## config.mk

```make
export PLATFORM = sky130hd
export DESIGN_NAME = gpt_dual_timer
export DESIGN_NICKNAME = d
export VERILOG_FILES = /design/src/rtl/gpt_pkg.sv /design/src/rtl/gpt_countdown.sv /design/src/rtl/gpt_rtc.sv /design/src/rtl/gpt_regs.sv /design/src/rtl/gpt_dual_timer.sv
export SDC_FILE = /design/constraint.sdc
export NUM_CORES = 1
export LEC_CHECK = 0
export ABC_AREA = 1
export CAP_MARGIN = 0
export CORE_ASPECT_RATIO = 1.2
export CORE_UTILIZATION = 55
export CTS_BUF_LIST = sky130_fd_sc_hd__clkbuf_4 sky130_fd_sc_hd__clkbuf_8
export DETAILED_ROUTE_END_ITERATION = 10
export PLACE_DENSITY_LB_ADDON = 0.2
export SETUP_SLACK_MARGIN = 0.2
export SLEW_MARGIN = 30
export SYNTH_ARGS = -nofsm -noshare
export SYNTH_HDL_FRONTEND = slang
export SYNTH_SLANG_ARGS = --single-unit
export TNS_END_PERCENT = 100
```

## constraint.sdc

```tcl
create_clock -name clk -period 2.65 [get_ports clk]
set_input_delay 0.53 -clock clk [delete_from_list [all_inputs] [get_ports clk]]
set_output_delay 0.53 -clock clk [all_outputs]
set_load 0.02 [all_outputs]
```

## src/rtl/gpt_pkg.sv

```systemverilog
package gpt_pkg;
  localparam int ADDR_W = 8;
  localparam int MODE_W = 4;
  localparam int CTRL_W = 9;
  localparam int ST_W   = 7;

  localparam logic [ADDR_W-1:0] OFF_CFG     = 8'h00;
  localparam logic [ADDR_W-1:0] OFF_MODE_A  = 8'h04;
  localparam logic [ADDR_W-1:0] OFF_CTRL    = 8'h0C;
  localparam logic [ADDR_W-1:0] OFF_MASK    = 8'h18;
  localparam logic [ADDR_W-1:0] OFF_RAW     = 8'h1C;
  localparam logic [ADDR_W-1:0] OFF_MSTAT   = 8'h20;
  localparam logic [ADDR_W-1:0] OFF_CLR     = 8'h24;
  localparam logic [ADDR_W-1:0] OFF_LOAD_A  = 8'h28;
  localparam logic [ADDR_W-1:0] OFF_LOAD_B  = 8'h2C;
  localparam logic [ADDR_W-1:0] OFF_MATCH_A = 8'h30;
  localparam logic [ADDR_W-1:0] OFF_MATCH_B = 8'h34;
  localparam logic [ADDR_W-1:0] OFF_PRE_A   = 8'h38;
  localparam logic [ADDR_W-1:0] OFF_PMT_A   = 8'h40;
  localparam logic [ADDR_W-1:0] OFF_VALUE   = 8'h48;

  typedef logic [2:0] cfg_t;
  localparam cfg_t CFG_CAT32 = 3'd0;
  localparam cfg_t CFG_RTC   = 3'd1;
  localparam cfg_t CFG_SPLIT = 3'd4;

  localparam int CB_EN_A = 0;
  localparam int CB_TRIG = 5;
  localparam int CB_EN_B = 8;

  localparam int ST_TIMEOUT = 0;
  localparam int ST_MATCH   = 1;
  localparam int ST_ERR     = 2;
  localparam logic [ST_W-1:0] MASK_KEEP = 7'h77;

  function automatic logic cfg_ok(input cfg_t v);
    return (v == CFG_CAT32) || (v == CFG_RTC) || (v == CFG_SPLIT);
  endfunction
endpackage

```

## src/rtl/gpt_countdown.sv

```systemverilog
module gpt_countdown #(
  parameter int W     = 32,
  parameter int PRE_W = 8
) (
  input  logic             clk,
  input  logic             rst_n,
  input  logic             run,
  input  logic             start,
  input  logic [W-1:0]     reload,
  input  logic [PRE_W-1:0] pre_lim,
  input  logic             oneshot,
  output logic             timeout,
  output logic [W-1:0]     count_o
);
  logic [W-1:0]     cnt_q;
  logic [PRE_W-1:0] pre_q;
  logic             step;

  assign step    = run && !start && (pre_q == pre_lim);
  assign timeout = step && (cnt_q <= W'(1));
  assign count_o = cnt_q;

  always_ff @(posedge clk or negedge rst_n) begin
    if (!rst_n) begin
      cnt_q <= '0;
      pre_q <= '0;
    end else if (start) begin
      cnt_q <= reload;
      pre_q <= '0;
    end else if (run) begin
      pre_q <= step ? '0 : pre_q + 1'b1;
      if (step) cnt_q <= timeout ? (oneshot ? '0 : reload) : cnt_q - 1'b1;
    end
  end
endmodule

```

## src/rtl/gpt_rtc.sv

```systemverilog
module gpt_rtc #(
  parameter int W = 32
) (
  input  logic         clk,
  input  logic         rst_n,
  input  logic         run,
  input  logic         tick,
  input  logic [W-1:0] match_val,
  output logic         hit,
  output logic [W-1:0] count_o
);
  logic [W-1:0] rtc_q;
  logic [W-1:0] nxt;

  assign nxt     = rtc_q + 1'b1;
  assign hit     = run && tick && (nxt == match_val);
  assign count_o = rtc_q;

  always_ff @(posedge clk or negedge rst_n) begin
    if (!rst_n) rtc_q <= '0;
    else if (run && tick) rtc_q <= nxt;
  end

  // without an enabled tick the count does not move
  p_rtc_hold_r5: assert property (@(posedge clk) disable iff (!rst_n)
    !(run && tick) |=> $stable(rtc_q))
    else $error("p_rtc_hold_r5");
endmodule

```

## src/rtl/gpt_regs.sv

```systemverilog
module gpt_regs
  import gpt_pkg::*;
#(
  parameter int HALF_W = 16,
  parameter int PRE_W  = 8
) (
  input  logic                clk,
  input  logic                rst_n,
  input  logic                wr,
  input  logic [ADDR_W-1:0]   addr,
  input  logic [2*HALF_W-1:0] wdata,
  output logic [2*HALF_W-1:0] rdata,
  input  logic                set_timeout,
  input  logic                set_match,
  input  logic [2*HALF_W-1:0] cnt_val,
  input  logic [2*HALF_W-1:0] rtc_val,
  output cfg_t                cfg_o,
  output logic                en_a,
  output logic                trig_en,
  output logic                oneshot,
  output logic                start_a,
  output logic [2*HALF_W-1:0] reload,
  output logic [2*HALF_W-1:0] match32,
  output logic [PRE_W-1:0]    pre_a,
  output logic [ST_W-1:0]     raw_o,
  output logic [ST_W-1:0]     mask_o
);
  localparam int FULL_W = 2 * HALF_W;

  cfg_t              cfg_q;
  logic [CTRL_W-1:0] ctrl_q, ctrl_wv;
  logic [HALF_W-1:0] load_a, load_b, match_a, match_b;
  logic [ST_W-1:0]   raw_q, mask_q, clr_v, set_v;
  logic [PRE_W-1:0]  pre_v [2];
  logic [PRE_W-1:0]  pmt_v [2];
  logic [MODE_W-1:0] mode_v [2];
  logic [1:0]        mode_bad;
  logic              wr_cfg, wr_ctrl, cfg_bad, ctrl_bad, err_any, split, wide;

  assign split    = (cfg_q == CFG_SPLIT);
  assign wide     = (cfg_q < 3'd4);
  assign wr_cfg   = wr && (addr == OFF_CFG);
  assign wr_ctrl  = wr && (addr == OFF_CTRL);
  assign cfg_bad  = wr_cfg && !cfg_ok(wdata[2:0]);
  assign ctrl_bad = wr_ctrl && split && (wdata[CB_EN_A] || wdata[CB_EN_B]);
  assign err_any  = cfg_bad || ctrl_bad || (|mode_bad);

  always_comb begin
    ctrl_wv = '0;
    ctrl_wv[CB_EN_A] = wdata[CB_EN_A] && !split;
    ctrl_wv[CB_TRIG] = wdata[CB_TRIG];
    ctrl_wv[CB_EN_B] = wdata[CB_EN_B] && !split;
  end

  assign start_a = wr_ctrl && ctrl_wv[CB_EN_A] && !ctrl_q[CB_EN_A];

  // per-half storage: mode, prescale, prescale match
  for (genvar h = 0; h < 2; h++) begin : g_half
    localparam logic [ADDR_W-1:0] MODE_OFF = OFF_MODE_A + ADDR_W'(4 * h);
    localparam logic [ADDR_W-1:0] PRE_OFF  = OFF_PRE_A + ADDR_W'(4 * h);
    localparam logic [ADDR_W-1:0] PMT_OFF  = OFF_PMT_A + ADDR_W'(4 * h);
    logic [MODE_W-1:0] mode_r;
    logic [PRE_W-1:0]  pre_r, pmt_r;
    logic              wr_mode;

    assign wr_mode     = wr && (addr == MODE_OFF);
    assign mode_bad[h] = wr_mode && (wdata[MODE_W-1:1] != '0);

    always_ff @(posedge clk or negedge rst_n) begin
      if (!rst_n) begin
        mode_r <= '0;
        pre_r  <= '0;
        pmt_r  <= '0;
      end else begin
        if (wr_mode && !mode_bad[h])    mode_r <= wdata[MODE_W-1:0];
        if (wr && (addr == PRE_OFF))    pre_r  <= wdata[PRE_W-1:0];
        if (wr && (addr == PMT_OFF))    pmt_r  <= wdata[PRE_W-1:0];
      end
    end
    assign mode_v[h] = mode_r;
    assign pre_v[h]  = pre_r;
    assign pmt_v[h]  = pmt_r;
  end

  assign clr_v = (wr && (addr == OFF_CLR)) ? wdata[ST_W-1:0] : '0;
  always_comb begin
    set_v = '0;
    set_v[ST_TIMEOUT] = set_timeout;
    set_v[ST_MATCH]   = set_match;
    set_v[ST_ERR]     = err_any;
  end

  always_ff @(posedge clk or negedge rst_n) begin
    if (!rst_n) begin
      cfg_q   <= CFG_CAT32;
      ctrl_q  <= '0;
      load_a  <= '0;
      load_b  <= '0;
      match_a <= '0;
      match_b <= '0;
      mask_q  <= '0;
      raw_q   <= '0;
    end else begin
      raw_q <= (raw_q & ~clr_v) | set_v;
      if (wr_cfg && !cfg_bad) cfg_q <= wdata[2:0];
      if (wr_ctrl) ctrl_q <= ctrl_wv;
      else if (set_timeout && oneshot) ctrl_q[CB_EN_A] <= 1'b0;
      if (wr && (addr == OFF_MASK)) mask_q <= wdata[ST_W-1:0] & MASK_KEEP;
      if (wr && (addr == OFF_LOAD_A)) begin
        load_a <= wdata[HALF_W-1:0];
        if (wide) load_b <= wdata[FULL_W-1:HALF_W];
      end
      if (wr && (addr == OFF_LOAD_B)) load_b <= wdata[HALF_W-1:0];
      if (wr && (addr == OFF_MATCH_A)) begin
        match_a <= wdata[HALF_W-1:0];
        if (wide) match_b <= wdata[FULL_W-1:HALF_W];
      end
      if (wr && (addr == OFF_MATCH_B)) match_b <= wdata[HALF_W-1:0];
    end
  end

  always_comb begin
    rdata = '0;
    case (addr)
      OFF_CFG:              rdata = FULL_W'(cfg_q);
      OFF_MODE_A:           rdata = FULL_W'(mode_v[0]);
      OFF_MODE_A + 8'h04:   rdata = FULL_W'(mode_v[1]);
      OFF_CTRL:             rdata = FULL_W'(ctrl_q);
      OFF_MASK:             rdata = FULL_W'(mask_q);
      OFF_RAW:              rdata = FULL_W'(raw_q);
      OFF_MSTAT:            rdata = FULL_W'(raw_q & mask_q);
      OFF_LOAD_A:           rdata = {wide ? load_b : '0, load_a};
      OFF_LOAD_B:           rdata = FULL_W'(load_b);
      OFF_MATCH_A:          rdata = {wide ? match_b : '0, match_a};
      OFF_MATCH_B:          rdata = FULL_W'(match_b);
      OFF_PRE_A:            rdata = FULL_W'(pre_v[0]);
      OFF_PRE_A + 8'h04:    rdata = FULL_W'(pre_v[1]);
      OFF_PMT_A:            rdata = FULL_W'(pmt_v[0]);
      OFF_PMT_A + 8'h04:    rdata = FULL_W'(pmt_v[1]);
      OFF_VALUE:            rdata = (cfg_q == CFG_RTC) ? rtc_val : cnt_val;
      default:              rdata = '0;
    endcase
  end

  assign cfg_o   = cfg_q;
  assign en_a    = ctrl_q[CB_EN_A];
  assign trig_en = ctrl_q[CB_TRIG];
  assign oneshot = mode_v[0][0];
  assign reload  = {load_b, load_a};
  assign match32 = {match_b, match_a};
  assign pre_a   = pre_v[0];
  assign raw_o   = raw_q;
  assign mask_o  = mask_q;

  // a refused config write flags an error and keeps the old config
  p_bad_cfg_r9: assert property (@(posedge clk) disable iff (!rst_n)
    (wr_cfg && !cfg_ok(wdata[2:0])) |=> (raw_q[ST_ERR] && $stable(cfg_q)))
    else $error("p_bad_cfg_r9");

  // clearing the timeout bit works when no timeout collides
  p_clear_r7: assert property (@(posedge clk) disable iff (!rst_n)
    (wr && (addr == OFF_CLR) && wdata[ST_TIMEOUT] && !set_timeout) |=> !raw_q[ST_TIMEOUT])
    else $error("p_clear_r7");
endmodule

```

## src/rtl/gpt_dual_timer.sv

```systemverilog
module gpt_dual_timer
  import gpt_pkg::*;
#(
  parameter int HALF_W = 16,
  parameter int PRE_W  = 8
) (
  input  logic                clk,
  input  logic                rst_n,
  input  logic                bus_wr,
  input  logic [7:0]          bus_addr,
  input  logic [2*HALF_W-1:0] bus_wdata,
  output logic [2*HALF_W-1:0] bus_rdata,
  input  logic                rtc_tick,
  output logic                irq,
  output logic                adc_trig
);
  localparam int FULL_W = 2 * HALF_W;

  cfg_t              cfg;
  logic              en_a, trig_en, oneshot, start_a, timeout, hit, trig_q;
  logic [FULL_W-1:0] reload, match32, cnt, rtc;
  logic [PRE_W-1:0]  pre_a;
  logic [ST_W-1:0]   raw, mask;

  gpt_regs #(.HALF_W(HALF_W), .PRE_W(PRE_W)) u_regs (
    .clk(clk), .rst_n(rst_n), .wr(bus_wr), .addr(bus_addr), .wdata(bus_wdata),
    .rdata(bus_rdata), .set_timeout(timeout), .set_match(hit),
    .cnt_val(cnt), .rtc_val(rtc), .cfg_o(cfg), .en_a(en_a), .trig_en(trig_en),
    .oneshot(oneshot), .start_a(start_a), .reload(reload), .match32(match32),
    .pre_a(pre_a), .raw_o(raw), .mask_o(mask)
  );

  gpt_countdown #(.W(FULL_W), .PRE_W(PRE_W)) u_cd (
    .clk(clk), .rst_n(rst_n), .run(en_a && (cfg == CFG_CAT32)), .start(start_a),
    .reload(reload), .pre_lim(pre_a), .oneshot(oneshot),
    .timeout(timeout), .count_o(cnt)
  );

  gpt_rtc #(.W(FULL_W)) u_rtc (
    .clk(clk), .rst_n(rst_n), .run(en_a && (cfg == CFG_RTC)), .tick(rtc_tick),
    .match_val(match32), .hit(hit), .count_o(rtc)
  );

  always_ff @(posedge clk or negedge rst_n) begin
    if (!rst_n) trig_q <= 1'b0;
    else        trig_q <= timeout && trig_en;
  end

  assign adc_trig = trig_q;
  assign irq      = |(raw & mask);

  // a trigger pulse only follows a cycle spent in countdown mode
  p_trig_cfg_r4: assert property (@(posedge clk) disable iff (!rst_n)
    adc_trig |-> $past(cfg == CFG_CAT32))
    else $error("p_trig_cfg_r4");

  // one-shot timeout drops the enable unless software writes control
  p_oneshot_halts_r3: assert property (@(posedge clk) disable iff (!rst_n)
    (timeout && oneshot && !(bus_wr && bus_addr == OFF_CTRL)) |=> !en_a)
    else $error("p_oneshot_halts_r3");

  // the interrupt rises only after an event or a bus write
  p_irq_cause_r6: assert property (@(posedge clk) disable iff (!rst_n)
    $rose(irq) |-> $past(timeout || hit || bus_wr))
    else $error("p_irq_cause_r6");
endmodule

```

Yosys cells after proc, flatten, opt, wreduce, memory -nomap -nowiden
Index checks and enable logic that the tools add are counted.
Widths: inputs -> output; s select.
{ "op_classes": {"muxes": 20, "n_eq_ne": 22, "magnitude_cmp": 2, "bitwise": 5, "n_reduce_logical": 63, "add_sub_neg": 3, "shifts": 0, "n_mul": 0, "div_mod_pow": 0} }
{ "ops": {"columns": ["cell", "count"], "rows": [
  ["$pmux 32 s16", 1],
  ["$mux 32", 6],
  ["$mux 16", 7],
  ["$eq 8x6->1 const B", 8],
  ["$logic_and 1x1->1", 35],
  ["$add 32x1->32 const B", 1],
  ["$eq 32x32->1", 1],
  ["$le 32x1->1 const B", 1],
  ["$sub 32x1->32 const B", 1],
  ["$eq 8x7->1 const B", 3],
  ["$mux 8", 3],
  ["$and 7x7->7", 3],
  ["$eq 8x4->1 const B", 2],
  ["$eq 8x5->1 const B", 2],
  ["$reduce_bool 2->1", 7],
  ["$add 8x1->8 const B", 1],
  ["$eq 8x3->1 const B", 1],
  ["$eq 8x8->1", 1],
  ["$logic_not 8->1", 1],
  ["$logic_not 1->1", 7],
  ["$mux 7", 1],
  ["$not 7->7", 1],
  ["$or 7x3->7", 1],
  ["$reduce_or 7->1", 1],
  ["other kinds (9)", 19]
]} }
{ "totals": {"inputBits": 44, "mem_bits_rw": 0, "rom_bits": 0, "mem_count": 0, "output_inout_bits": 34, "latch_bits": 0, "reg_bits": 196} }

Logic depth before layout (Yosys ltp)
Gate-level depths: netlist (run 1).
{ "depth": {"word_depth": 13, "depth_mapped": 15} }

By module
A second synthesis (run 1) with hierarchy kept.
{ "hier_totals": {"cells_unflattened": 2191, "hier_area_um2": 13960.9} }
{ "by_module_without_submodules": {"columns": ["mod", "cells_per_inst", "n_inst", "area_each_um2", "seq_area_each_um2"], "rows": [
  ["gpt_regs", 1011, 1, 7143.1, 3078.0],
  ["gpt_countdown", 627, 1, 3681.0, 1001.0],
  ["gpt_rtc", 531, 1, 3016.6, 800.8],
  ["gpt_dual_timer", 22, 1, 120.1, 25.0]
]} }

Worst setup path before layout (run 1)
No wires, ideal clock.
{ "synth_path": {"path_type": "input -> output", "startpoint": "input bus_addr[1]", "endpoint": "output bus_rdata[14]", "n_path_buf": 1, "t_arrival_ns": 2.061, "stages": 6, "slack_ns": 0.059, "required_time_ns": 2.120, "path_cell_list": "nor2_4 nand3_1 nor2_1 clkinv_1 clkbuf_1 o21ai_0"} }
{ "synth_between": {"elab_chain_cells": 2} }
{ "synth_lines": {"columns": ["element", "line_no", "text"], "rows": [
  ["from (decl)", "gpt_dual_timer.sv:10", "input logic [7:0] bus_addr,"],
  ["$eq 8x7->1, or another cell as far along", "gpt_regs.sv:124", "case (addr)"],
  ["$pmux 32 s16 *", "gpt_regs.sv:124", null],
  ["to (decl)", "gpt_dual_timer.sv:12", "output logic [2*HALF_W-1:0] bus_rdata,"]
]} }
Mark *: on every way between the ends. The rest lies on a longest branch, timed or not.

Worst setup path after layout (run 1)
{ "layout_path": {"startpoint": "register u_regs.cfg_q[1], in the netlist u_regs.cfg_o[1]", "endpoint": "output bus_rdata[16]"} }
{ "layout_between": {"elab_chain_cells": 3} }
{ "layout_lines": {"columns": ["element", "line_no", "text"], "rows": [
  ["from (decl)", "gpt_regs.sv:30", "cfg_t cfg_q;"],
  ["from (signal assigned)", "gpt_regs.sv:105", "if (wr_cfg && !cfg_bad) cfg_q <= wdata[2:0];"],
  ["$lt 3x3->1 / $eq 3x1->1 (equally long branches)", "gpt_regs.sv:41, gpt_regs.sv:140", null],
  ["$mux 16, or another cell as far along", "gpt_regs.sv:134", "OFF_MATCH_A: rdata = {wide ? match_b : '0, match_a};"],
  ["$pmux 32 s16 *", "gpt_regs.sv:124", null]
]} }
Marks and branches as above.

==> flow_summary.rst, run 1 <==
.. list-table::
   :header-rows: 1

   * - Metric
     - Value
   * - Worst r2r path cells
     - 12
   * - Static Leakage
     - ~7.8 nW
   * - RSZ-0062 raised after global routing
     - true
   * - Worst EP arrival
     - 2180 ps
   * - Area overhead of the layout relative to synthesis
     - 27.0%
   * - DP Worst Slack
     - -776 ps
   * - Crit path launch type
     - flip-flop
   * - Commonest register cell after synthesis
     - sky130_fd_sc_hd__dfrtp_1
   * - Upper clock frequency limit
     - between 300 and 400 MHz
   * - Violations in the final reports
     - setup timing
   * - Antenna violations before repair
     - 0
   * - Syn Nets
     - 1,899
   * - Worst-case clock skew
     - 30.2 ps
   * - CTS Root Buffer Type
     - sky130_fd_sc_hd__clkbuf_8
   * - Post-synthesis async set-or-reset flop share
     - 100%
   * - Run status
     - finished, violations left
   * - Main area contributors after synthesis
     - sky130_fd_sc_hd__dfrtp_1 39%, sky130_fd_sc_hd__nand2_1 19%, sky130_fd_sc_hd__o21ai_0 7.9%
   * - H-Tree Depth
     - 4
   * - Wirelength per Cell
     - 21.2 µm
   * - Vias per Instance
     - 5.97
   * - Number of max-cap violations
     - 0
   * - Fill count
     - about 1,900
   * - # clock sinks
     - 196
   * - Initial Util
     - 56.1%
   * - Number of CTS-inserted buffers
     - 17
   * - Aggregate routed wire length
     - around 50,000 µm
   * - Endpoint type of the worst setup path
     - output pin
   * - DIE HEIGHT
     - ~170 µm
   * - Type of the tightest min-delay check
     - flip-flop to flip-flop
   * - Maximum vdd drop
     - 361 µV
   * - Count of port buffers added during placement
     - 77
   * - Gp weighted congestion
     - 1.02
   * - Mapped Avg Cell Area
     - 6.80 µm²
   * - Power density relative to cell area
     - between 400 and 500 mW/mm²
   * - Cell type contributing the most total cell area after synthesis
     - sky130_fd_sc_hd__dfrtp_1
   * - Largest net degree at the start of global routing
     - 63
   * - Most frequent cells after synthesis
     - 642 x sky130_fd_sc_hd__nand2_1, 199 x sky130_fd_sc_hd__o21ai_0, 196 x sky130_fd_sc_hd__dfrtp_1
   * - Share of synthesized area occupied by flip-flops and latches
     - 39.0%
   * - Router iterations before antenna repair
     - 6
   * - Drt initial violations
     - 1,714
   * - Most common cell in the synthesized netlist
     - sky130_fd_sc_hd__nand2_1
   * - Number of global-route vias before repair
     - between 10,000 and 15,000
   * - Synth top area share
     - between 30% and 40%
   * - Worst Hold Margin
     - a little over 500 ps
   * - Floorplan die width
     - ~140 µm
   * - Count of cells along the worst hold path
     - 2
   * - Number of vias after detailed routing
     - around 14,000
   * - Tightest Pin Transition
     - 589 ps
   * - Start-to-end type of the worst setup path
     - flip-flop to output pin
   * - # DRC
     - 0
   * - Slew Viols, Final
     - 0
   * - Clock transition at path regs
     - 130 ps
   * - Required time of the worst setup path
     - 2120 ps
   * - Area enclosed by the die boundary
     - 0.0235 mm²
   * - Cell count after synthesis
     - between 1,500 and 2,000
   * - Number of enable-type register cells in the synthesized netlist
     - 0
   * - Fraction of layout cells with a size suffix above 1
     - ~19%
   * - Number of nets in the layout
     - 2,114
   * - Post-route minimum period
     - about 2700 ps
   * - HPWL after detailed placement
     - 38,300 µm
   * - Worst skew pair latency
     - about 520 ps
   * - Area of the core region
     - between 0.02 and 0.025 mm²
   * - Maximum root-to-sink buffer count
     - 2
   * - First-pass GRT wire length
     - about 76,000 µm
   * - Distinct cells, synth
     - 50
   * - Period utilization
     - 102%
   * - Total setup violations reported at the end of the flow
     - 8
   * - Critical Path Fanout Max
     - 6
   * - Final Worst Setup Slack
     - -60.6 ps
   * - Power after layout
     - 7.31 mW
   * - Yosys synthesis warning count
     - 0
   * - TritonCTS clock tree
     - built
   * - Mapped Area
     - 0.0126 mm²
   * - GRT Util Overall
     - 43.6%
   * - Max-Slew Margin vs Limit
     - 60.3%
   * - I/O pin cnt
     - 78
   * - Antenna diode count
     - 0
   * - FF+latch count, synth
     - about 200
   * - Number of placement rows
     - 60
   * - Antenna Nets Post-Route
     - 0
   * - Overflow left after global routing
     - 0
   * - Final hold violation count
     - 0
per-stage QoR:
stage                     cells  utilization (%)  area, µm²  setup TNS (ps)
after floorplan            1851                -      12600               0
after global placement     2294             65.0      14600          -23720
after detailed placement   2294             65.0      14600          -26210
after CTS                  2346             69.9      15700            -215
after global routing       2358             71.2      16000           -1260
final                      2358             71.2      16000            -218
final cells by class:
class                      instances  area [µm²]  area share [%]
clock buffer                      17         234            1.46
sequential                       196        4900            30.7
tap                              279         349            2.18
multi-input combinational       1399        7220            45.2
timing repair buffer             249        2280            14.3
clock inverter                    15         213            1.33
inverter                         203         783            4.90
per-layer routing:
layer | wire length, µm | GRT usage (%)
met5 | 0 | 0
met1 | 18800 | 53.9
met4 | 3900 | 28.8
met2 | 22600 | 69.9
met3 | 4620 | 7.81
layout by cell type, fill, tap and decap left out, types with 8 or more instances in the layout:
cell / Yosys / final
sky130_fd_sc_hd__o21ai_2: 1 / 13
sky130_fd_sc_hd__a221oi_2: 0 / 10
sky130_fd_sc_hd__nand3_4: 1 / 8
sky130_fd_sc_hd__nor2_1: 175 / 159
sky130_fd_sc_hd__xor2_1: 20 / 20
sky130_fd_sc_hd__clkdlybuf4s50_1: 0 / 35
sky130_fd_sc_hd__o22ai_1: 35 / 23
sky130_fd_sc_hd__a21oi_1: 46 / 42
sky130_fd_sc_hd__inv_2: 10 / 17
sky130_fd_sc_hd__o21ai_0: 199 / 166
sky130_fd_sc_hd__buf_4: 0 / 145
sky130_fd_sc_hd__o21ai_1: 8 / 28
sky130_fd_sc_hd__clkbuf_8: 0 / 18
sky130_fd_sc_hd__xnor2_1: 13 / 13
sky130_fd_sc_hd__nor2_2: 9 / 22
sky130_fd_sc_hd__o22ai_2: 0 / 10
sky130_fd_sc_hd__nand2_2: 2 / 19
sky130_fd_sc_hd__buf_6: 4 / 43
sky130_fd_sc_hd__nand2_1: 642 / 618
sky130_fd_sc_hd__nand4_1: 23 / 23
sky130_fd_sc_hd__nor2_4: 11 / 14
sky130_fd_sc_hd__inv_1: 187 / 177
sky130_fd_sc_hd__o211ai_1: 9 / 9
sky130_fd_sc_hd__dfrtp_1: 196 / 196
sky130_fd_sc_hd__nand3_1: 119 / 111
sky130_fd_sc_hd__a22o_1: 10 / 10
sky130_fd_sc_hd__a221oi_1: 19 / 9
power breakdown:
part	leakage [nW]	switching (mW)	internal (mW)	total (mW)
logic	5.20	1.01	0.585	1.59
clock network	0.221	1.41	0.771	2.18
registers	2.37	0.317	3.22	3.53
total	7.79	2.74	4.57	7.31
cell families after synthesis:
family | after synthesis | share of synthesized area [%]
AND/OR/NAND/NOR | 1002 | 33.3
AO/OA/AOI/OAI | 357 | 16.6
buffers and inverters | 256 | 7.99
flip-flops | 196 | 39.0
XOR/XNOR | 36 | 2.78
adder cells (fa/ha/maj) | 4 | 0.398
final timing paths:
kind / from / to / slack [ps]
max: u_regs.cfg_o[1] / bus_rdata[16] / -60
min: u_regs.g_half[1].pre_r[6] / u_regs.g_half[1].pre_r[6] / 510
max reg2reg: u_rtc.count_o[8] / u_regs.raw_o[1] / 280
min reg2reg: u_regs.g_half[1].pre_r[6] / u_regs.g_half[1].pre_r[6] / 510
max in group asynchronous: rst_n / u_regs.cfg_o[2] / 1380
min in group asynchronous: rst_n / u_rtc.count_o[22] / 530
registers in the layout (all words and copies together), names as in the netlist, 7 cells and up:
signal and count:
u_regs.load_a 16, u_regs.raw_o 7, u_regs.match_b 16, u_regs.pre_a 8, u_regs.load_b 16, u_cd.pre_q 8
u_cd.count_o 32, u_regs.match_a 16, u_rtc.count_o 32, u_regs.g_half.pmt_r 16, u_regs.g_half.mode_r 8, u_regs.g_half.pre_r 8
worst max-delay path: stages, from the launching register on:
cell and delay (ps):
sky130_fd_sc_hd__dfrtp_1 430, sky130_fd_sc_hd__inv_2 90, sky130_fd_sc_hd__nand3_4 100, sky130_fd_sc_hd__buf_8 150
sky130_fd_sc_hd__buf_6 150, sky130_fd_sc_hd__buf_8 130, sky130_fd_sc_hd__nand2_2 60, sky130_fd_sc_hd__o21ai_0 110
sky130_fd_sc_hd__a22o_1 300, sky130_fd_sc_hd__buf_6 160
timing repair:
item,4_1_cts,5_1_grt
resized for setup,345,66
hold endpoints to repair,23,0
cloned,2,1
setup endpoints to repair,36,55
buffers inserted,17,11
pin swaps,36,29
hold buffers,1,0
No activity file was read; power rests on OpenSTA's default activity.
==> run 2: changes to the inputs <==
Settings changed: CELL_PAD_IN_SITES_DETAIL_PLACEMENT set to 1, CELL_PAD_IN_SITES_GLOBAL_PLACEMENT set to 2, CORE_UTILIZATION 55 to 35.
==> flow_summary.rst, run 2 (synthesized netlist as in run 1, its figures left out) <==
.. list-table::
   :header-rows: 1

   * - Metric
     - Value
   * - Required time of the worst setup path
     - 2120 ps (about the same)
   * - Worst reg2reg startpoint
     - u_rtc.count_o[1] (was u_rtc.count_o[8])
   * - Aggregate routed wire length
     - 60,400 µm (was 50,000 µm)
   * - Most common cell after layout, fill and taps aside
     - sky130_fd_sc_hd__nand2_1 (unchanged)
   * - Startpoint of the lowest-slack hold path
     - u_regs.g_half[0].pmt_r[0] (was u_regs.g_half[1].pre_r[6])
   * - Count of port buffers added during placement
     - 77 (unchanged)
   * - Met1 demand-to-capacity share in global routing
     - 41.9% (was 53.9%)
   * - Worst EP arrival
     - 2370 ps (was 2180 ps)
   * - Wirelength per Cell
     - 23.4 µm (was 21.2 µm)
   * - CTS Root Buffer Type
     - sky130_fd_sc_hd__clkbuf_8 (unchanged)
   * - Max incr delay on CP
     - 420 ps (was 430 ps)
   * - # clock sinks
     - 196 (unchanged)
   * - Floorplan die width
     - 175 µm (was 140 µm)
   * - Library cell contributing the largest single delay on the critical path
     - sky130_fd_sc_hd__dfrtp_1 (unchanged)
   * - Drt initial violations
     - 940 (was 1,714)
   * - Antenna violations before repair
     - 1 (was 0)
   * - TritonCTS clock tree
     - built (unchanged)
   * - Period utilization
     - 109% (was 102%)
   * - GR peak layer
     - met2 (unchanged)
   * - Number of nets in the layout
     - 2,159 (was 2,114)
   * - Final hold violation count
     - 0 (unchanged)
   * - Type of the tightest min-delay check
     - flip-flop to flip-flop (unchanged)
   * - DIE HEIGHT
     - 210 µm (was 168 µm)
   * - Number of global-route vias before repair
     - 14,816 (was 13,547)
   * - Worst path buffer plus inverter count
     - 7 (was 5)
   * - Antenna diode count
     - 0 (unchanged)
   * - Number of placement rows
     - 75 (was 60)
   * - Crit path launch type
     - flip-flop (unchanged)
   * - GRT Util Overall
     - 33.7% (was 43.6%)
   * - Start-to-end type of the worst setup path
     - flip-flop to output pin (unchanged)
   * - H-Tree Depth
     - 4 (unchanged)
   * - Max-Slew Margin vs Limit
     - 59.5% (was 60.3%)
   * - Power density relative to cell area
     - 451 mW/mm² (was 457 mW/mm²)
   * - I/O pin cnt
     - 78 (unchanged)
   * - Area enclosed by the die boundary
     - 0.0367 mm² (was 0.0235 mm²)
   * - Maximum vdd drop
     - 361 µV (about the same)
   * - Static Leakage
     - 8.20 nW (was 7.79 nW)
   * - Fraction of layout cells with a size suffix above 1
     - 22.8% (was 19.3%)
   * - Family with the most delay on the worst path
     - buffers and inverters (unchanged)
   * - Number of placed instances with taps included
     - 2,493 (was 2,294)
   * - Initial Util
     - 35.8% (was 56.1%)
   * - Post-route minimum period
     - 2900 ps (was 2710 ps)
   * - Maximum root-to-sink buffer count
     - 2 (unchanged)
   * - Tightest Pin Transition
     - 607 ps (was 589 ps)
   * - Run status
     - finished, violations left (unchanged)
   * - HPWL after detailed placement
     - 47,500 µm (was 38,300 µm)
   * - Router iterations before antenna repair
     - 5 (was 6)
   * - Critical Path Start
     - u_regs.cfg_o[2] (was u_regs.cfg_o[1])
   * - Worst skew pair latency
     - 540 ps (was 520 ps)
   * - Area of the core region
     - 0.0352 mm² (was 0.0224 mm²)
   * - Total setup violations reported at the end of the flow
     - 31 (was 8)
   * - Critical Path Fanout Max
     - 5 (was 6)
   * - Critical path, cell by cell
     - inv_2, nand3_4, buf_8, buf_12, buf_12, buf_6, nand2_2, o21ai_2, a221oi_2, o21ai_1, buf_4, buf_6 (was inv_2, nand3_4, buf_8, buf_6, buf_8, nand2_2, o21ai_0, a22o_1, buf_6)
   * - Overflow left after global routing
     - 0 (unchanged)
   * - Worst-case clock skew
     - 19.3 ps (was 30.2 ps)
   * - Vias per Instance
     - 5.45 (was 5.97)
   * - Slew Viols, Final
     - 0 (unchanged)
   * - Power after layout
     - 7.74 mW (was 7.31 mW)
   * - Endpoint type of the worst setup path
     - output pin (unchanged)
   * - First-pass GRT wire length
     - 90,700 µm (was 76,300 µm)
   * - Number of CTS-inserted buffers
     - 17 (unchanged)
   * - Number of non-filler instances in the completed layout
     - 2,586 (was 2,358)
   * - Leading cell types in the layout, fill and taps excluded
     - 609 x sky130_fd_sc_hd__nand2_1, 193 x sky130_fd_sc_hd__dfrtp_1, 179 x sky130_fd_sc_hd__inv_1, 170 x sky130_fd_sc_hd__buf_4, 162 x sky130_fd_sc_hd__o21ai_0 (was 618 x sky130_fd_sc_hd__nand2_1, 196 x sky130_fd_sc_hd__dfrtp_1, 177 x sky130_fd_sc_hd__inv_1, 166 x sky130_fd_sc_hd__o21ai_0, 159 x sky130_fd_sc_hd__nor2_1)
   * - Upper clock frequency limit
     - 345 MHz (was 369 MHz)
   * - Number of max-cap violations
     - 0 (unchanged)
   * - Global routing met2 resource utilization
     - 56.1% (was 69.9%)
   * - RSZ-0062 raised after global routing
     - true (unchanged)
   * - Antenna Nets Post-Route
     - 0 (unchanged)
   * - Met3 Usage GRT
     - 4.22% (was 7.81%)
   * - Worst Hold Margin
     - 498 ps (was 509 ps)
   * - Internal reg-to-reg setup slack
     - 270 ps (was 280 ps)
   * - Gp weighted congestion
     - 0.971 (was 1.02)
   * - Clock transition at path regs
     - 120 ps (was 130 ps)
   * - Fill count
     - 4,453 (was 1,884)
   * - Largest net degree at the start of global routing
     - 54 (was 63)
   * - Violations in the final reports
     - setup timing (unchanged)
   * - Area overhead of the layout relative to synthesis
     - 36.3% (was 27.0%)
   * - Number of vias after detailed routing
     - 14,097 (was 14,082)
   * - # DRC
     - 0 (unchanged)
   * - Final Worst Setup Slack
     - -246 ps (was -60.6 ps)
==> run 2: routing by layer <==
metal | vias to the layer above | part of all wire [%]
met3 | 137 | 4.7
met1 | 6969 | 42
met5 | - | 0
met4 | 0 | 6.1
met2 | 427 | 48
li1 | 6564 | -
==> run 2: cell type report <==
| cell class | instances | area (µm²) | share of cell area (%) |
|---|---|---|---|
| timing repair inverter | 1 | 8.76 | 0.0511 |
| multi-input combinational | 1399 | 7550 | 44.0 |
| tap | 462 | 578 | 3.37 |
| timing repair buffer | 293 | 2850 | 16.6 |
| clock buffer | 19 | 255 | 1.49 |
| inverter | 203 | 787 | 4.59 |
| clock inverter | 13 | 209 | 1.22 |
| sequential | 196 | 4910 | 28.6 |
==> run 2: path summary, 6_finish.rpt <==
kind                                        endpoint  depth (start not counted)
max                                    bus_rdata[15]                         12
min                        u_regs.g_half[0].pmt_r[0]                          2
max reg2reg                          u_regs.raw_o[1]                         17
min reg2reg                u_regs.g_half[0].pmt_r[0]                          2
max in group asynchronous  u_regs.g_half[1].pmt_r[4]                          3
min in group asynchronous         u_regs.match_a[11]                          2
==> run 2: per-stage QoR <==
stage | TNS, ps | utilization, % | worst slack [ps] | area [µm²]
3_5_place_dp | -30840 | 42.7 | -887 | 15000
2_1_floorplan | 0 | - | 154 | 12600
4_1_cts | -3770 | 46.9 | -362 | 16500
5_1_grt | -7430 | 48.7 | -331 | 17100
3_3_place_gp | -31160 | 42.7 | -885 | 15000
6_report | -4650 | 48.7 | -246 | 17100
==> run 2: timing repair <==
action | CTS | global route
gates resized for setup | 406 | 104
pin swaps | 51 | 56
endpoints found under the hold margin | 48 | 0
setup endpoints to repair | 62 | 64
setup buffers | 33 | 22
gates cloned | 4 | 1
hold buffers | 1 | 0
==> run 2: report_power, final <==
| part | internal, mW | switching [mW] | total, mW |
|---|---|---|---|
| Combinational | 0.685 | 1.11 | 1.79 |
| Clock | 1.10 | 1.28 | 2.38 |
| Sequential | 3.22 | 0.348 | 3.56 |
==> run 2: worst reg2reg max path: stages, from the launching register on <==
cell and delay (ps):
sky130_fd_sc_hd__dfrtp_1 420, sky130_fd_sc_hd__buf_4 140, sky130_fd_sc_hd__ha_4 140, sky130_fd_sc_hd__nand2_4 50, sky130_fd_sc_hd__nor2_4 240, sky130_fd_sc_hd__nand2_4 110
sky130_fd_sc_hd__nor2_4 230, sky130_fd_sc_hd__buf_6 140, sky130_fd_sc_hd__nand2_1 50, sky130_fd_sc_hd__nand2_1 80, sky130_fd_sc_hd__nand2_1 70, sky130_fd_sc_hd__nand2_1 60
sky130_fd_sc_hd__nand2_1 60, sky130_fd_sc_hd__nor2_1 80, sky130_fd_sc_hd__nand2_1 110, sky130_fd_sc_hd__nor2_2 120, sky130_fd_sc_hd__nand2_2 120, sky130_fd_sc_hd__nand2_1 100
